## src/rtl/serial_pattern_match.sv

```systemverilog
module serial_pattern_match #(
  parameter int W = 6,
  parameter logic [W-1:0] PAT = 6'b010010
) (
  input  logic clk,
  input  logic rst,
  input  logic ser_in,
  output logic hit
);

  logic [W-1:0] win;

  always_ff @(posedge clk) begin
    if (rst) win <= '0;
    else     win <= {ser_in, win[W-1:1]};
  end

  assign hit = (win == PAT);

endmodule

```

## config.mk

```make
export PLATFORM = sky130hd
export DESIGN_NAME = serial_pattern_match
export DESIGN_NICKNAME = d
export VERILOG_FILES = /design/src/rtl/serial_pattern_match.sv
export SDC_FILE = /design/constraint.sdc
export NUM_CORES = 1
export LEC_CHECK = 0
export CAP_MARGIN = 20
export CELL_PAD_IN_SITES_DETAIL_PLACEMENT = 2
export CELL_PAD_IN_SITES_GLOBAL_PLACEMENT = 2
export CORE_AREA = 2 2 39 41
export CTS_BUF_LIST = sky130_fd_sc_hd__clkbuf_16
export DETAILED_ROUTE_END_ITERATION = 8
export DIE_AREA = 0 0 41 43
export GPL_ROUTABILITY_DRIVEN = 0
export PLACE_DENSITY_LB_ADDON = 0.1
export SKIP_LAST_GASP = 1
export SLEW_MARGIN = 25
export SYNTH_ARGS = -nofsm -noshare
export SYNTH_HDL_FRONTEND = slang
export SYNTH_SLANG_ARGS = --single-unit
```

## constraint.sdc

```tcl
create_clock -name clk -period 1.5 [get_ports clk]
set_input_delay 0.3 -clock clk [delete_from_list [all_inputs] [get_ports clk]]
set_output_delay 0.3 -clock clk [all_outputs]
set_load 0.01 [all_outputs]
```

### Word level (Yosys, flattened, before mapping)

Index checks and enable logic that the tools add are counted.

| storage, ports and cells | value |
|---|---|
| flip-flop bits (word level) | 6 |
| bits in latches | 0 |
| bits in writable memories | 0 |
| memory bits (read-only) | 0 |
| bits of input ports | 3 |
| logic and storage cells | 2 |
| memories | 0 |

| operators by class | value |
|---|---|
| add/sub/neg operators | 0 |
| $mul | 0 |
| divide/modulo/power cells | 0 |
| $lt $le $gt $ge | 0 |
| eq/ne operators | 1 |
| shifts and indexed selects | 0 |
| muxes and demuxes | 0 |
| bitwise operators | 0 |
| reductions and logical operators | 0 |

Operators with widths:

| kind | number |
|---|---|
| equality test 6 x 5 -> 1 bit (second input constant) | 1 |

### Logic depth before layout (Yosys ltp)

Gate-level depths: netlist (run 1).

| logic depth | value |
|---|---|
| depth in word-level cells | 1 |
| mapped depth | 2 |

### Worst setup path after synthesis (run 1)

No wires, ideal clock.

| timing | value |
|---|---|
| kind | reg2out |
| start | reg win[5] |
| end | out hit |
| arrival time | 0.645 ns |
| setup slack | 0.555 ns |
| cell stages (with the launch flop) | 3 |
| path buffers | 0 |
| path through | dfxtp_1 > nand4bb_1 > nor3_2 |

| between the ends | value |
|---|---|
| cells in the longest elaborated chain, start to end | 1 |

RTL lines:

| element | RTL line | text |
|---|---|---|
| start, declared | 11 | `logic [W-1:0] win;` |
| start signal, assigned | 15 | `else win <= {ser_in, win[W-1:1]};` |
| equality test 6 x 5 -> 1 bit | 18 | `assign hit = (win == PAT);` |
| end, declared | 8 | `output logic hit` |

No other way between the ends.

### Worst setup path after layout (run 1)

Ends and elaborated chain as after synthesis.

==> results of run 1 <==
## kinds of logic after synthesis
logic type	share of synthesized area, %
and+or+nand+nor	32.9
DFF	67.1
## worst paths after layout
check,start,to,slack [ns],cells past startpoint
max,win[5],hit,0.10,3
max reg2reg,win[3],win[2],0.95,1
min,win[1],win[0],0.47,1
min reg2reg,win[1],win[0],0.47,1
## synth_stat cells (all sizes together)
master   number  area (um^2)
dfxtp         6          120
nand4bb       1         11.3
nor2b         6         37.5
nor3          1         10.0
## area by class of cell
| class | instances | share of cell area (%) |
|---|---|---|
| flip-flops and latches | 6 | 39.5 |
| clock buffers | 3 | 24.7 |
| multi-input cells | 8 | 19.3 |
| repair buffers | 3 | 9.88 |
| well taps | 16 | 6.58 |
## per-layer routing
layer,track usage (%),share of wire (%),vias to the layer above,wire length (um)
met2,6.88,47,3,157
met5,0,0,-,0
met4,8.00,1.8,0,6
li1,-,-,60,-
met3,4.71,5.7,2,19
met1,6.80,45,59,149
## stage by stage
stage / instance area [um^2] / hold slack [ns] / setup WS (ns) / total power, mW / std cells
2_1_floorplan: 179 / 0.372 / 0.555 / 0.172 / 14
3_3_place_gp: 229 / 0.457 / 0.0254 / 0.180 / 33
3_5_place_dp: 229 / 0.459 / 0.0199 / 0.180 / 33
4_1_cts: 303 / 0.466 / 0.0509 / 0.614 / 36
5_1_grt: 304 / 0.487 / 0.0122 / 0.625 / 36
6_report: 304 / 0.466 / 0.101 / 0.603 / 36
## cell usage in the layout (no fill, tap or decap)
cell / synthesis / final
clkdlybuf4s15_1: 0 / 1
nor3_2: 1 / 1
clkbuf_16: 0 / 3
nand4bb_1: 1 / 1
dfxtp_1: 6 / 6
clkdlybuf4s50_1: 0 / 2
nor2b_1: 6 / 6
## power breakdown
group | internal [mW] | leakage (nW) | switching (mW)
combinational | 0.00723 | 0.0339 | 0.00342
sequential | 0.165 | 0.0489 | 0.00221
clock | 0.342 | 0.0370 | 0.0834
## critical path: stages, from the launching register on
cell and delay [ns]:
dfxtp_1 0.30, nand4bb_1 0.21, nor3_2 0.11, clkdlybuf4s15_1 0.25
==> results.json, run 1 <==
{
  "nFillCells": 156,
  "holdBufCountCts": 0,
  "drt-vias-per-instance": 3.44,
  "antennaDiodeCount": 0,
  "setup_tns_ns": 0,
  "die_h_um": 43,
  "status": "completed",
  "grtUsageTotal_pct": 6.44,
  "top_regs": "win: 6 flops",
  "nNetsFinal": 25,
  "synth.cell_area_um2": 179,
  "worst-setup-path-type": "flip-flop to output pin",
  "seq_area_frac_synth_pct": 67.1,
  "finalMaxSlewViolations": 0,
  "hold_class": "flip-flop to flip-flop",
  "wl_per_cell_um": 9.25,
  "synth_cell_types": 4,
  "worst_slew_pin_slew_ns": 0.228,
  "dr.pass1.iters": 1,
  "drive_gt1_share_pct": 20.0,
  "grt_pass1_wl_um": 627,
  "post-route-period-util_pct": 93.3,
  "ys_ff_latch": 6,
  "clockBufferDepth": 2,
  "setup_violations": 0,
  "drc": 0,
  "largest_reg_flops": 6,
  "rsz0062_at_grt": "no",
  "largest-register": "win",
  "synth_cells": 14,
  "clock-sinks": 6,
  "antenna_found_initial": 0,
  "coreArea_mm2": 0.00138,
  "multiInputGateArea_um2": 58.8,
  "clock_skew_ns": 0.00177,
  "final_core_util_pct": 22.0,
  "io_buffers": 3,
  "die_w_um": 41,
  "yosysWarningCount": 0,
  "clkSlewWorstSetupHoldPaths_ns": 0.03,
  "drt_first_iter_violations": 0,
  "ioPinCount": 4,
  "core.rowCount": 14,
  "die_area_mm2": 0.00176,
  "cts_tree": "yes",
  "area_growth_syn_to_layout_pct": 69.9,
  "fin_crit_ns": 1.40,
  "max_slew_margin_pct": 84.8,
  "clockRootBuffer": "clkbuf_16",
  "crit_arrival_ns": 1.10,
  "irDropWorstVdd_mv": 0.667,
  "cts-resized-gates": 1,
  "regArea_um2": 120,
  "ant_nets": 0,
  "cts_buffers": 3,
  "max_freq_mhz": 715,
  "htreeDepth": 1,
  "hold_violations": 0,
  "power_density_mw_per_mm2": 1980,
  "critical_path_required_ns": 1.20,
  "synth_area_per_cell_um2": 12.8,
  "initial_utilization_pct": 12.9,
  "grt_pass1_vias": 146,
  "clock_latency_ns": 0.23,
  "path_max_fanout": 2,
  "synth.net_count": 17,
  "overflow": 0,
  "worstSetupEndpointType": "output pin",
  "post_cts_buffers": 0,
  "p_leak_nw": 0.120,
  "grt_max_degree": 7,
  "cap_viol_max_count": 0,
  "crit_path_start_kind": "flip-flop",
  "via_count": 124,
  "drt_wl_total_um": 333
}
Note: power is estimated with default switching activity, not from simulation.
==> inputs of run 2 (changes only) <==
- SETUP_SLACK_MARGIN: not set -> 0.4
==> run 2 against run 1 <==
Clock power about the same. Routed wire length increased by 0.90%. First-iteration DRC count unchanged. Clock skew about the same.
==> results.json, run 2 (same netlist as run 1, synthesis figures left out) <==
{
  "crit_chain": "nand4bb_1 -> nor3_2 -> buf_2",
  "critical_path_required_ns": 1.20,
  "antenna_found_initial": 0,
  "htreeDepth": 1,
  "design_area_um2": 299,
  "power.total_uw": 602,
  "initial_utilization_pct": 12.9,
  "top_regs": "win: 6 flops",
  "overflow": 0,
  "largest_reg_flops": 6,
  "irDropWorstVdd_mv": 0.667,
  "coreArea_mm2": 0.00138,
  "antennaDiodeCount": 0,
  "drt-vias-per-instance": 3.47,
  "drc": 0,
  "worstHoldStart": "win[5]",
  "worst_slew_pin_slew_ns": 0.228,
  "ant_nets": 0,
  "rsz0062_at_grt": "yes",
  "crit_arrival_ns": 0.97,
  "swShare_pct": 14.6,
  "dr.pass1.iters": 1,
  "drive_gt1_share_pct": 25.0,
  "cap_viol_max_count": 0,
  "post-route-period-util_pct": 84.7,
  "drt_first_iter_violations": 0,
  "placed_area_um2": 229,
  "area_growth_syn_to_layout_pct": 67.1,
  "met3_length_um": 19,
  "reg2reg_to": "win[2]",
  "endpoint": "hit",
  "p_leak_nw": 0.121,
  "fin_crit_ns": 1.27,
  "path_max_fanout": 2,
  "via_count": 125,
  "io_buffers": 3,
  "dr_wl_met2_um": 157,
  "clockBufferDepth": 2,
  "grt_pass1_wl_um": 614,
  "wl_met1_um": 153,
  "worstSetupEndpointType": "output pin",
  "grt_pass1_vias": 143,
  "max_freq_mhz": 787,
  "clkSlewWorstSetupHoldPaths_ns": 0.03,
  "clock-sinks": 6,
  "largest-register": "win",
  "die_h_um": 43,
  "nFillCells": 157,
  "critPathSlowestCell": "dfxtp_1",
  "p_sw_uw": 88.0,
  "intPower_uw": 514,
  "grtUsageTotal_pct": 6.34,
  "core.rowCount": 14,
  "rr_startpoint": "win[3]",
  "cts_buffers": 3,
  "p_comb_share_pct": 1.8,
  "finalMaxSlewViolations": 0,
  "drt_wl_total_um": 336,
  "p_clk_share_pct": 70.5,
  "instances_no_fill": 36,
  "clock_latency_ns": 0.23,
  "die_w_um": 41,
  "post_cts_buffers": 0,
  "crit_path_max_incr_delay_ns": 0.30,
  "grt_max_degree": 7,
  "r2r_slack_ns": 0.95,
  "final_cell_mix": "6 x nor2b_1, 6 x dfxtp_1, 3 x clkbuf_16",
  "clockRootBuffer": "clkbuf_16",
  "hold_violations": 0,
  "power_density_mw_per_mm2": 2010,
  "nNetsFinal": 25,
  "finalWorstSetupSlack_ns": 0.230,
  "ff2ff_path_depth": 1,
  "status": "completed",
  "ioPinCount": 4,
  "die_area_mm2": 0.00176,
  "max_slew_margin_pct": 84.8,
  "top_layer": "met4",
  "setup_violations": 0,
  "seqPwrFrac_pct": 27.7,
  "worstSetupStartpoint": "win[5]",
  "setup_tns_ns": 0,
  "worst-setup-path-type": "flip-flop to output pin",
  "pre_cts_slack_ns": 0.0199,
  "cts_tree": "yes",
  "numPlacedInstances": 33,
  "wl_per_cell_um": 9.33,
  "hold_class": "flip-flop to flip-flop",
  "crit_path_start_kind": "flip-flop",
  "clock_skew_ns": 0.00141
}
==> run 2: metrics by stage <==
step	utilization, %	hold WS (ns)
final	21.6	0.466
after global routing	21.6	0.487
after CTS	21.6	0.469
after detailed placement	16.5	0.459
after global placement	16.5	0.457
after floorplan	-	0.372
==> run 2: area by class of cell <==
class                   instances  area, um^2  share of cell area (%)
flip-flops and latches          6         120                    40.2
multi-input cells               8        58.8                    19.7
clock buffers                   3        75.1                    25.1
well taps                      16        20.0                    6.69
repair buffers                  3        25.0                    8.37
==> run 2: what timing repair did <==
item	in CTS	in global routing
endpoints found under the setup margin	1	1
gates resized for setup	4	0
pin swaps	1	0
hold buffers	0	0
==> run 2: worst max-delay path, delay by kind of cell, from the launching register on <==
family | cells | cell delay (ns)
AND/OR/NAND/NOR | 2 | 0.30
buffers and inverters | 1 | 0.14
flip-flops | 1 | 0.30
==> run 2: how the worst min path moves through the flow <==
stage                         to  slack [ns]  cells after the start
after floorplan           win[0]        0.37                      1
after global placement    win[4]        0.46                      1
after detailed placement  win[4]        0.46                      1
after CTS                 win[4]        0.47                      1
after global routing      win[0]        0.49                      1
final                     win[4]        0.47                      1
==> run 2: power groups by stage <==
stage	registers, mW	clock network [mW]	logic [mW]
floorplan	0.168	0	0.00331
detailed placement	0.169	0	0.0111
global placement	0.169	0	0.0106
global route	0.167	0.446	0.0122
CTS	0.167	0.436	0.0111
finish	0.167	0.424	0.0107
==> run 2: per-layer routing <==
layer,global-route usage [%],vias to the layer above
met4,8.00,0
met3,4.71,2
li1,-,60
met1,6.80,60
met5,0,-
met2,6.56,3
